==> config.mk <==
export PLATFORM = sky130hd
export DESIGN_NAME = addr_line_tester
export DESIGN_NICKNAME = d
export VERILOG_FILES = /design/src/rtl/abt_pkg.sv /design/src/rtl/abt_addr_sel.sv /design/src/rtl/abt_mem_port.sv /design/src/rtl/abt_seq.sv /design/src/rtl/addr_line_tester.sv
export SDC_FILE = /design/constraint.sdc
export NUM_CORES = 1
export LEC_CHECK = 0
export BUFFER_PORTS_ARGS = -buffer_cell sky130_fd_sc_hd__buf_2
export CAP_MARGIN = 20
export CELL_PAD_IN_SITES_DETAIL_PLACEMENT = 0
export CELL_PAD_IN_SITES_GLOBAL_PLACEMENT = 1
export CORE_ASPECT_RATIO = 1.75
export CORE_MARGIN = 2
export CORE_UTILIZATION = 47
export CTS_CLUSTER_SIZE = 28
export DETAILED_ROUTE_END_ITERATION = 10
export PLACE_DENSITY = 0.87
export SYNTH_ARGS = -nofsm -noshare
export SYNTH_HDL_FRONTEND = slang
export SYNTH_HIERARCHICAL = 1
export SYNTH_SLANG_ARGS = --single-unit
==> constraint.sdc <==
create_clock -name clk -period 10.3 [get_ports clk]
set_input_delay 0 -clock clk [delete_from_list [all_inputs] [get_ports clk]]
set_output_delay 0 -clock clk [all_outputs]
set_load 0.1 [all_outputs]
==> src/rtl/abt_pkg.sv <==
// Package: shared state encodings for the address line tester.
// Assumes nothing beyond IEEE 1800-2017 enums.
package abt_pkg;

    typedef enum logic [3:0] {
        SQ_IDLE,
        SQ_P1_WR,
        SQ_P1_BASE,
        SQ_P2_RD,
        SQ_P3_WR,
        SQ_P3_RDB,
        SQ_P3_RD,
        SQ_P3_RST,
        SQ_DONE
    } seq_state_e;

    typedef enum logic [1:0] {
        PT_IDLE,
        PT_REQ,
        PT_WAIT
    } port_state_e;

endpackage

==> src/rtl/abt_addr_sel.sv <==
// Module: forms base + 2^idx, or the base alone, modulo 2^ADDR_W.
// Assumes TEST_BITS <= ADDR_W and idx < TEST_BITS when use_base is low.
module abt_addr_sel #(
    parameter int ADDR_W    = 16,
    parameter int TEST_BITS = 10,
    parameter int IDX_W     = 4
) (
    input  logic [ADDR_W-1:0] base,
    input  logic [IDX_W-1:0]  idx,
    input  logic              use_base,
    output logic [ADDR_W-1:0] addr
);

    logic [ADDR_W-1:0] offset;

    // One decoded offset bit per tested address line.
    for (genvar b = 0; b < ADDR_W; b++) begin : g_off
        if (b < TEST_BITS) begin : g_live
            assign offset[b] = !use_base && (idx == IDX_W'(b));
        end else begin : g_dead
            assign offset[b] = 1'b0;
        end
    end

    // Wrapping sum of base and the selected offset.
    assign addr = base + offset;

endmodule

==> src/rtl/abt_mem_port.sv <==
// Module: issues one memory access at a time over a request/grant port
// and returns a one-cycle completion pulse with any read data.
// Assumes op_start is raised only while the port is idle.
module abt_mem_port
    import abt_pkg::*;
#(
    parameter int ADDR_W = 16,
    parameter int DATA_W = 32
) (
    input  logic              clk,
    input  logic              rst_n,
    input  logic              op_start,
    input  logic              op_we,
    input  logic [ADDR_W-1:0] op_addr,
    input  logic [DATA_W-1:0] op_wdata,
    output logic              op_done,
    output logic [DATA_W-1:0] op_rdata,
    output logic              mem_req,
    output logic              mem_we,
    output logic [ADDR_W-1:0] mem_addr,
    output logic [DATA_W-1:0] mem_wdata,
    input  logic              mem_gnt,
    input  logic              mem_rvalid,
    input  logic [DATA_W-1:0] mem_rdata
);

    port_state_e st;

    // Access state, latched request fields and completion pulse.
    always_ff @(posedge clk) begin
        if (!rst_n) begin
            st        <= PT_IDLE;
            op_done   <= 1'b0;
            op_rdata  <= '0;
            mem_we    <= 1'b0;
            mem_addr  <= '0;
            mem_wdata <= '0;
        end else begin
            op_done <= 1'b0;
            case (st)
                PT_IDLE: if (op_start) begin
                    mem_we    <= op_we;
                    mem_addr  <= op_addr;
                    mem_wdata <= op_wdata;
                    st        <= PT_REQ;
                end
                PT_REQ: if (mem_gnt) begin
                    if (mem_we) begin
                        op_done <= 1'b1;
                        st      <= PT_IDLE;
                    end else begin
                        st <= PT_WAIT;
                    end
                end
                PT_WAIT: if (mem_rvalid) begin
                    op_rdata <= mem_rdata;
                    op_done  <= 1'b1;
                    st       <= PT_IDLE;
                end
                default: st <= PT_IDLE;
            endcase
        end
    end

    // Request is live only while waiting for the grant.
    assign mem_req = (st == PT_REQ);

    a_r3_req_hold: assert property (@(posedge clk) disable iff (!rst_n)
        mem_req && !mem_gnt |=> mem_req && $stable(mem_addr) && $stable(mem_we) && $stable(mem_wdata))
        else $error("R3: request changed before grant");

    a_r3_single_outstanding: assert property (@(posedge clk) disable iff (!rst_n)
        mem_rvalid |-> st == PT_WAIT)
        else $error("R3: read data without an outstanding read");

endmodule

==> src/rtl/abt_seq.sv <==
// Module: three-phase sequencer for the power-of-two address test.
// Chooses each access, checks read data and records the first failure.
// Assumes TEST_BITS >= 2 and a port that completes every access it starts.
module abt_seq
    import abt_pkg::*;
#(
    parameter int              DATA_W    = 32,
    parameter int              TEST_BITS = 10,
    parameter int              IDX_W     = 4,
    parameter logic [DATA_W-1:0] PATTERN = {(DATA_W/2){2'b10}}
) (
    input  logic              clk,
    input  logic              rst_n,
    input  logic              start,
    input  logic              op_done,
    input  logic [DATA_W-1:0] op_rdata,
    output logic              op_start,
    output logic              op_we,
    output logic [DATA_W-1:0] op_wdata,
    output logic [IDX_W-1:0]  idx,
    output logic              use_base,
    output logic              accept,
    output logic              fail_set,
    output logic [IDX_W-1:0]  fail_idx,
    output logic              busy,
    output logic              done,
    output logic              fail
);

    localparam logic [IDX_W-1:0] LAST = IDX_W'(TEST_BITS - 1);
    localparam logic [DATA_W-1:0] ANTI = ~PATTERN;

    seq_state_e        st;
    logic              pend;
    logic [IDX_W-1:0]  i_q, j_q;
    logic              fail_q;
    logic [DATA_W-1:0] expect_d;
    logic              is_read, mismatch;
    logic [IDX_W:0]    k_next;

    // Status decoded from the phase state.
    assign busy   = (st != SQ_IDLE) && (st != SQ_DONE);
    assign done   = (st == SQ_DONE);
    assign fail   = fail_q;
    assign accept = start && !busy;

    // Per-state access selection and expected read value.
    always_comb begin
        op_we    = 1'b0;
        op_wdata = PATTERN;
        idx      = i_q;
        use_base = 1'b0;
        expect_d = PATTERN;
        is_read  = 1'b0;
        case (st)
            SQ_P1_WR:   begin op_we = 1'b1; end
            SQ_P1_BASE: begin op_we = 1'b1; op_wdata = ANTI; use_base = 1'b1; end
            SQ_P2_RD:   begin is_read = 1'b1; end
            SQ_P3_WR:   begin op_we = 1'b1; op_wdata = ANTI; idx = j_q; end
            SQ_P3_RDB:  begin is_read = 1'b1; use_base = 1'b1; expect_d = ANTI; end
            SQ_P3_RD:   begin is_read = 1'b1; end
            SQ_P3_RST:  begin op_we = 1'b1; idx = j_q; end
            default:    ;
        endcase
    end

    assign op_start = busy && !pend;
    assign mismatch = is_read && (op_rdata != expect_d);
    assign fail_set = op_done && mismatch;
    assign fail_idx = (st == SQ_P2_RD) ? i_q : j_q;

    // Next neighbour offset in phase 3, skipping the one under test.
    always_comb begin
        k_next = {1'b0, i_q} + 1'b1;
        if (k_next == {1'b0, j_q}) k_next = k_next + 1'b1;
    end

    // Phase sequencing, offset counters and failure flag.
    always_ff @(posedge clk) begin
        if (!rst_n) begin
            st     <= SQ_IDLE;
            pend   <= 1'b0;
            i_q    <= '0;
            j_q    <= '0;
            fail_q <= 1'b0;
        end else if (accept) begin
            st     <= SQ_P1_WR;
            pend   <= 1'b0;
            i_q    <= '0;
            j_q    <= '0;
            fail_q <= 1'b0;
        end else begin
            if (op_start) pend <= 1'b1;
            if (op_done) begin
                pend <= 1'b0;
                if (mismatch) begin
                    fail_q <= 1'b1;
                    st     <= SQ_DONE;
                end else begin
                    case (st)
                        SQ_P1_WR:
                            if (i_q == LAST) st <= SQ_P1_BASE;
                            else i_q <= i_q + 1'b1;
                        SQ_P1_BASE: begin
                            i_q <= '0;
                            st  <= SQ_P2_RD;
                        end
                        SQ_P2_RD:
                            if (i_q == LAST) begin
                                j_q <= '0;
                                st  <= SQ_P3_WR;
                            end else begin
                                i_q <= i_q + 1'b1;
                            end
                        SQ_P3_WR: st <= SQ_P3_RDB;
                        SQ_P3_RDB: begin
                            i_q <= (j_q == '0) ? IDX_W'(1) : '0;
                            st  <= SQ_P3_RD;
                        end
                        SQ_P3_RD:
                            if (k_next >= (IDX_W+1)'(TEST_BITS)) st <= SQ_P3_RST;
                            else i_q <= k_next[IDX_W-1:0];
                        SQ_P3_RST:
                            if (j_q == LAST) st <= SQ_DONE;
                            else begin
                                j_q <= j_q + 1'b1;
                                st  <= SQ_P3_WR;
                            end
                        default: st <= SQ_IDLE;
                    endcase
                end
            end
        end
    end

    a_r8_fail_needs_done: assert property (@(posedge clk) disable iff (!rst_n)
        fail |-> done)
        else $error("R8: fail without done");

    a_r9_result_hold: assert property (@(posedge clk) disable iff (!rst_n)
        done && !start |=> done && $stable(fail))
        else $error("R9: result changed without start");

    a_r2_busy_ignores_start: assert property (@(posedge clk) disable iff (!rst_n)
        busy && start && !op_done |=> busy)
        else $error("R2: start disturbed a running test");

endmodule

==> src/rtl/addr_line_tester.sv <==
// Module: top of the address line tester. It latches the base, wires the
// sequencer to the memory port and records the failing address.
// Assumes the data lines were verified beforehand and TEST_BITS <= ADDR_W.
module addr_line_tester #(
    parameter int                ADDR_W    = 16,
    parameter int                DATA_W    = 32,
    parameter int                TEST_BITS = 10,
    parameter logic [DATA_W-1:0] PATTERN   = {(DATA_W/2){2'b10}}
) (
    input  logic              clk,
    input  logic              rst_n,
    input  logic              start,
    input  logic [ADDR_W-1:0] base_addr,
    output logic              busy,
    output logic              done,
    output logic              fail,
    output logic [ADDR_W-1:0] fail_addr,
    output logic              mem_req,
    output logic              mem_we,
    output logic [ADDR_W-1:0] mem_addr,
    output logic [DATA_W-1:0] mem_wdata,
    input  logic              mem_gnt,
    input  logic              mem_rvalid,
    input  logic [DATA_W-1:0] mem_rdata
);

    localparam int IDX_W = $clog2(TEST_BITS + 2);

    logic [ADDR_W-1:0] base_q, op_addr, bad_addr;
    logic [DATA_W-1:0] op_wdata, op_rdata;
    logic [IDX_W-1:0]  idx, fail_idx;
    logic              op_start, op_we, op_done, use_base, accept, fail_set;

    // Base latch and failure address capture.
    always_ff @(posedge clk) begin
        if (!rst_n) begin
            base_q    <= '0;
            fail_addr <= '0;
        end else if (accept) begin
            base_q    <= base_addr;
            fail_addr <= '0;
        end else if (fail_set) begin
            fail_addr <= bad_addr;
        end
    end

    abt_seq #(
        .DATA_W(DATA_W), .TEST_BITS(TEST_BITS), .IDX_W(IDX_W), .PATTERN(PATTERN)
    ) u_seq (
        .clk(clk), .rst_n(rst_n), .start(start),
        .op_done(op_done), .op_rdata(op_rdata),
        .op_start(op_start), .op_we(op_we), .op_wdata(op_wdata),
        .idx(idx), .use_base(use_base), .accept(accept),
        .fail_set(fail_set), .fail_idx(fail_idx),
        .busy(busy), .done(done), .fail(fail)
    );

    abt_addr_sel #(.ADDR_W(ADDR_W), .TEST_BITS(TEST_BITS), .IDX_W(IDX_W)) u_acc_addr (
        .base(base_q), .idx(idx), .use_base(use_base), .addr(op_addr)
    );

    abt_addr_sel #(.ADDR_W(ADDR_W), .TEST_BITS(TEST_BITS), .IDX_W(IDX_W)) u_bad_addr (
        .base(base_q), .idx(fail_idx), .use_base(1'b0), .addr(bad_addr)
    );

    abt_mem_port #(.ADDR_W(ADDR_W), .DATA_W(DATA_W)) u_port (
        .clk(clk), .rst_n(rst_n),
        .op_start(op_start), .op_we(op_we), .op_addr(op_addr), .op_wdata(op_wdata),
        .op_done(op_done), .op_rdata(op_rdata),
        .mem_req(mem_req), .mem_we(mem_we), .mem_addr(mem_addr), .mem_wdata(mem_wdata),
        .mem_gnt(mem_gnt), .mem_rvalid(mem_rvalid), .mem_rdata(mem_rdata)
    );

    a_r7_quiet_when_done: assert property (@(posedge clk) disable iff (!rst_n)
        done |-> !mem_req)
        else $error("R7: memory access after run ended");

    a_r4_write_values: assert property (@(posedge clk) disable iff (!rst_n)
        mem_req && mem_we |-> (mem_wdata == PATTERN) || (mem_wdata == ~PATTERN))
        else $error("R4: unexpected write data");

    a_r5_fail_addr_pow2: assert property (@(posedge clk) disable iff (!rst_n)
        fail |-> $countones(fail_addr - base_q) == 1)
        else $error("R5/R7: failing address is not a tested offset");

endmodule

==> results.sh, run 1 <==
export IMPL_ant_nets=0
export IMPL_r2r_slack_ns=6.29
export IMPL_cts_buffers=17
export IMPL_worstMarginPinSlew_ns=1.03
export IMPL_postSynthAreaPerCell_um2=8.38
export IMPL_core_area_um2=16300
export IMPL_ios=122
export IMPL_synth_top_cells_by_area="dfxtp_1, nand2_1, ha_1, mux2i_1, a21boi_0"
export IMPL_worst_slack_ns=6.29
export IMPL_grt_max_degree=95
export IMPL_worstPathArrival_ns=4.35
export IMPL_slowest_delay_ns=0.63
export IMPL_drt_first_iter_violations=364
export IMPL_wl_met3_um=632
export IMPL_grt_pass1_vias=6487
export IMPL_io_buffers=121
export IMPL_initial_core_util=0.476
export IMPL_hpwl_um=13100
export IMPL_worst_hold_slack_ns=0.0117
export IMPL_startpoint_type="flop"
export IMPL_path_depth=16
export IMPL_ys_async_sr_fraction=0
export IMPL_worstReg2RegEnd="u_port/mem_addr[12]"
export IMPL_ys_ff_latch=130
export IMPL_viasPerCell=5.23
export IMPL_synth_commonest_cells="nand2_1, dfxtp_1, nor2_1"
export IMPL_crit_family="simple AND/OR/NAND/NOR gates"
export IMPL_place_ws_ns=6.31
export IMPL_clkLatencyLatePin_ns=0.42
export IMPL_syn2layout_area_growth_pct=20.4
export IMPL_synth_most_common_cell="nand2_1"
export IMPL_die_area_um2=17600
export IMPL_hold_start="mem_rvalid"
export IMPL_fin_util=0.573
export IMPL_max_freq_mhz=250
export IMPL_cp_max_fo=16
export IMPL_synth_edf_count=0
export IMPL_p_leak_nw=3.86
export IMPL_synthDominantCellAreaShare=0.336
export IMPL_endpoint_kind="flop"
export IMPL_hp_class="in2reg"
export IMPL_die_h_um=174
export IMPL_netlist_instances=925
export IMPL_hold_path_cell_count=3
export IMPL_wl_met2_um=9820
export IMPL_cts_tree="done"
export IMPL_hold_viol=0
export IMPL_relSlewSlack=0.313
export IMPL_ys_seq_area_frac=0.336
export IMPL_wl_um=18600
export IMPL_clock_path_buffers=2
export IMPL_cpMaxStageDelayCell="or4b_1"
export IMPL_die_w_um=101
export IMPL_holdPathEnd="u_port/op_done"
export IMPL_regToRegStartpoint="u_seq/st[0]"
export IMPL_status="complete, no violations"
export IMPL_track_usage=0.218
export IMPL_ys_types=77
export IMPL_grt_pass1_wl_um=31000
export IMPL_fin_crit_sh=0.389
export IMPL_wl_met1_um=7740
export IMPL_powerDensity_nw_per_um2=156
export IMPL_cts_root_buffer="clkbuf_16"
export IMPL_top_layer="met4"
export IMPL_nets=1141
export IMPL_drc=0
export IMPL_vias=6588
export IMPL_diodes=0
export IMPL_worstPathCellList="nor2b_1 -> or4b_1 -> nand2_1 -> o21ai_0 -> or3_1 -> nor3_1 -> ha_1 -> inv_1 -> fa_1 -> nand2b_1 -> a21oi_1 -> o211ai_1 -> a21oi_1 -> xor2_1 -> nand2_1 -> a21boi_1"
export IMPL_final_setup_tns_ns=0
export IMPL_reg2reg_depth=16
export IMPL_synth_ff_type="dfxtp_1"
export IMPL_clock_sinks=130
export IMPL_synth_top_cell_by_area="dfxtp_1"
export IMPL_routedWlPerCell_um=14.8
export IMPL_finalSetupViolations=0
export IMPL_drive_above_1_share=0.191
export IMPL_period_needed_ns=4.01
export IMPL_peakVddDrop_mv=0.148
export IMPL_slew_viol_final=0
export IMPL_netlist_area_um2=7750
export IMPL_gp_congestion=0.843
export IMPL_critPathKind="reg2reg"
export IMPL_clock_skew_ns=0.0119
export IMPL_antenna_found_initial=0
export IMPL_crit_required_ns=10.64
export IMPL_grt_ovfl_total=0
export IMPL_firstDrtPassIters=4
export IMPL_drv_cap=0
export IMPL_rows=62
export IMPL_crit_buf_inv=1
export IMPL_ys_warn_count=6
export IMPL_cts_max_level=4
export IMPL_rsz0062_at_grt="no"
export IMPL_worstSetupStartpoint="u_seq/st[0]"
export IMPL_path_clk_slew_ns=0.05
## kinds of logic after synthesis
logic type                 count (synthesis)  share of synthesized area
adders and majority gates                 33                     0.0552
buffers and inverters                    106                     0.0774
xor gates and xnor gates                  29                     0.0347
and+or+nand+nor                          394                      0.251
muxes                                     40                     0.0529
AOI/OAI and AO/OA                        192                      0.192
other                                      1                   0.000484
DFF                                      130                      0.336
## how the worst max path moves through the flow
stage and endpoint:
2_1_floorplan u_port/mem_addr[12], 3_3_place_gp u_port/mem_addr[12], 3_5_place_dp u_port/mem_addr[12], 4_1_cts u_port/mem_addr[12], 5_1_grt u_port/mem_addr[12], 6_report u_port/mem_addr[12]
## worst min-delay path: stages
cell and delay, ns:
buf_2 0.11, nand2_1 0.17, a21oi_1 0.09
## layout by cell type (no fill, tap or decap), types with 17 or more instances in the layout
| cell | instances |
|---|---|
| a21boi_1 | 41 |
| a21oi_1 | 23 |
| inv_1 | 26 |
| dlygate4sd3_1 | 59 |
| nor4bb_1 | 17 |
| nor2b_1 | 23 |
| dfxtp_1 | 130 |
| xnor2_1 | 18 |
| nor2_1 | 56 |
| a21boi_0 | 43 |
| buf_2 | 121 |
| nand2_1 | 195 |
| nor3_1 | 17 |
| mux2i_1 | 35 |
| clkbuf_16 | 17 |
| ha_1 | 31 |
## final cells by class
type	instances	area, µm²
Clock inverter	8	76.3
Fill cell	1519	6950
Clock buffer	24	492
Multi-Input combinational cell	692	4560
Tap cell	192	240
Inverter	28	105
Timing Repair Buffer	186	1260
Sequential cell	130	2600
## where the power goes
| part | switching, W | total [W] | internal (W) |
|---|---|---|---|
| clock | 0.000222 | 0.000579 | 0.000357 |
| sequential | 0.0000230 | 0.000557 | 0.000534 |
| combinational | 0.000234 | 0.000323 | 0.0000889 |
## sequential cells by signal (all words and copies together), names as in the netlist, 2 cells and up
register / cells
base_q: 16
fail_addr: 16
u_port/mem_addr: 16
u_port/mem_wdata: 32
u_port/op_rdata: 32
u_port/st: 2
u_seq/i_q: 4
u_seq/j_q: 4
u_seq/st: 4
## what timing repair did
item / CTS / global route
resized for setup: 0 / 0
endpoints found under the hold margin: 50 / 0
setup buffers: 0 / 0
hold buffers: 59 / 0
## through the flow
stage	std cells	area, µm²	total power, W
after floorplan	928	7770	0.000817
after global placement	1168	8150	0.000868
after detailed placement	1168	8150	0.000870
after CTS	1259	9310	0.00147
after global routing	1260	9340	0.00152
final	1260	9340	0.00146
## routing by layer
metal | up-vias | global-route usage
met1 | 3038 | 0.246
met4 | 0 | 0.0771
met2 | 119 | 0.396
li1 | 3405 | -
met5 | - | 0
met3 | 26 | 0.0450
Note: power is estimated with default switching activity, not from simulation.
==> inputs of run 2 (changes only) <==
Settings changed: ABC_AREA from default to 1, CORE_UTILIZATION 47 to 37, PLACE_DENSITY 0.87 to 0.78.
Clock period 10.3 ns to 3.3 ns, I/O delays scaled along.
==> results.sh, run 2 <==
export IMPL_period_needed_ns=2.96
export IMPL_ys_types=49
export IMPL_slowest_delay_ns=0.40
export IMPL_routedWlPerCell_um=13.4
export IMPL_finalInstanceArea_um2=9420
export IMPL_synth_top_cell_by_area="dfxtp_1"
export IMPL_reg_top3="u_port/mem_wdata x32, u_port/op_rdata x32"
export IMPL_hpwl_um=15400
export IMPL_grt_pass1_vias=7391
export IMPL_die_w_um=113
export IMPL_ys_seq_area_frac=0.335
export IMPL_synth_xor_area_frac=0.0169
export IMPL_worstPathArrival_ns=3.33
export IMPL_endpoint_kind="flop"
export IMPL_ys_ff_latch=130
export IMPL_grt_ovfl_total=0
export IMPL_crit_required_ns=3.67
export IMPL_track_usage=0.195
export IMPL_clock_sinks=130
export IMPL_hold_viol=0
export IMPL_synth_fa_ha_area_frac=0.0551
export IMPL_finalSetupViolations=0
export IMPL_fillCellCount=2220
export IMPL_critPathKind="reg2reg"
export IMPL_clock_path_buffers=2
export IMPL_grt_pass1_wl_um=34700
export IMPL_synth_compound_area_frac=0.115
export IMPL_p_comb_frac=0.383
export IMPL_rsz0062_at_grt="no"
export IMPL_ys_async_sr_fraction=0
export IMPL_gp_congestion=0.933
export IMPL_netlist_area_um2=7760
export IMPL_synth_top_family_by_area="simple AND/OR/NAND/NOR gates"
export IMPL_drive_above_1_share=0.166
export IMPL_worstMarginPinSlew_ns=0.828
export IMPL_synth_edf_count=0
export IMPL_netlist_instances=1181
export IMPL_place_area_um2=8300
export IMPL_p_int_w=0.00361
export IMPL_relSlewSlack=0.447
export IMPL_cp_max_fo=9
export IMPL_final_setup_tns_ns=0
export IMPL_postSynthAreaPerCell_um2=6.57
export IMPL_vias=7547
export IMPL_ant_nets=0
export IMPL_clock_skew_ns=0.00940
export IMPL_slew_viol_final=0
export IMPL_p_sw_w=0.00285
export IMPL_diodes=0
export IMPL_cts_buffers=17
export IMPL_cts_max_level=4
export IMPL_startpoint_type="flop"
export IMPL_cpMaxStageDelayCell="fa_1"
export IMPL_clkLatencyLatePin_ns=0.43
export IMPL_powerDensity_nw_per_um2=686
export IMPL_fin_crit_sh=0.898
export IMPL_path_clk_slew_ns=0.06
export IMPL_drv_cap=0
export IMPL_peakVddDrop_mv=0.375
export IMPL_postCtsSetupBuffers=0
export IMPL_io_buffers=121
export IMPL_nets=1405
export IMPL_cts_root_buffer="clkbuf_16"
export IMPL_core_area_um2=20800
export IMPL_synth_most_common_cell="nor2_1"
export IMPL_grt_max_degree=66
export IMPL_synthDominantCellAreaShare=0.335
export IMPL_seqPwrFrac=0.313
export IMPL_antenna_found_initial=0
export IMPL_final_common_cell="nor2_1"
export IMPL_synth_commonest_cells="nor2_1, nand2_1, dfxtp_1"
export IMPL_cts_tree="done"
export IMPL_syn2layout_area_growth_pct=21.3
export IMPL_rows=70
export IMPL_layout_common_cells="nor2_1, nand2_1, dfxtp_1, buf_2, inv_1"
export IMPL_yosys_area_share_simple=0.356
export IMPL_p_total_w=0.00645
export IMPL_sw_frac_of_total=0.441
export IMPL_status="complete, no violations"
export IMPL_max_freq_mhz=337
export IMPL_die_area_um2=22200
export IMPL_synth_mux_area_frac=0
export IMPL_viasPerCell=4.77
export IMPL_clockPowerShare=0.304
export IMPL_firstDrtPassIters=5
export IMPL_ys_warn_count=6
export IMPL_synth_ff_type="dfxtp_1"
export IMPL_initial_core_util=0.374
export IMPL_synth_top_cells_by_area="dfxtp_1, nor2_1, nand2_1, inv_1, ha_1"
export IMPL_drt_first_iter_violations=465
export IMPL_wl_um=21300
export IMPL_dp_cells=1502
export IMPL_ios=122
export IMPL_die_h_um=196
export IMPL_fin_util=0.454
export IMPL_p_leak_nw=4.51
export IMPL_hp_class="in2reg"
export IMPL_final_cell_count_no_fill=1583
export IMPL_drc=0
export IMPL_crit_top_cell="nand2_1"
export IMPL_worstPathCellList="nand2_1 -> inv_2 -> nand2_1 -> nand2_1 -> o21ai_0 -> or2_2 -> nor2_1 -> ha_1 -> inv_1 -> fa_1 -> inv_1 -> nand3_1 -> nand3_1 -> a21oi_1 -> xnor2_1 -> nand2_1 -> a21oi_2"
run 2: cell count changes after synthesis, moves of 35 or more:
cell      change
a21boi_1     -41
o21ai_0      +62
nor2_1      +244
a21boi_0     -41
inv_1        +81
mux2i_1      -35
nand3_1      +64
run 2: final timing paths:
| check | from | endpoint | slack [ns] | cells after the start |
|---|---|---|---|---|
| worst min-delay path | mem_rvalid | u_port/st[0] | 0.08 | 6 |
| worst max register to register | u_seq/st[1] | fail_addr[8] | 0.34 | 17 |
| worst max-delay path | u_seq/st[1] | fail_addr[8] | 0.34 | 17 |
| worst min register to register | fail_addr[14] | fail_addr[14] | 0.46 | 2 |
run 2: power by group through the flow:
stage	Clock [W]	Combinational, W	Sequential (W)
2_1_floorplan	0	0.000991	0.00313
3_3_place_gp	0	0.00243	0.00205
3_5_place_dp	0	0.00244	0.00206
4_1_cts	0.00201	0.00249	0.00203
5_1_grt	0.00207	0.00269	0.00206
6_report	0.00196	0.00247	0.00202
run 2: final cells by class:
type,instances,area [µm²],share of cell area
multi-input combinational,865,4230,0.450
sequential,130,2600,0.277
timing repair buffer,182,1190,0.126
clock buffer,23,478,0.0508
inverter,123,469,0.0498
tap,252,315,0.0335
clock inverter,8,128,0.0136
run 2: metal layers:
layer,routed length [µm],global-route usage,share of wire
met5,0,0,0
met4,636,0.0818,0.030
met3,735,0.0397,0.035
met2,11300,0.370,0.53
met1,8620,0.204,0.41
run 2: worst max-delay path: cells and delay by family (launching register included):
family	cells	cell delay (ns)
AO/OA/AOI/OAI	3	0.38
AND/OR/NAND/NOR	8	1.20
flip-flops	1	0.38
adder cells (fa/ha/maj)	2	0.58
buffers and inverters	3	0.22
XOR/XNOR	1	0.15
run 2: logic make-up (layout without fill, tap and decap cells):
group	after synthesis	after routing
compound gates	161	161
xor+xnor	15	15
fa+ha+maj	33	33
buf+inv	188	336
flops	130	130
other cells	1	3
simple gates	653	653
run 2: through the flow:
step	hold slack, ns	setup WS (ns)
finish	0.0839	0.335
global route	0.151	0.0197
CTS	0.0708	0.103
detailed placement	0.233	0.111
global placement	0.230	0.173
floorplan	0.120	0.369
run 2: timing repair:
item                       CTS  global route
hold endpoints to repair    50             0
hold buffers                50             0
resized for setup            0             5
setup endpoints to repair    0            10
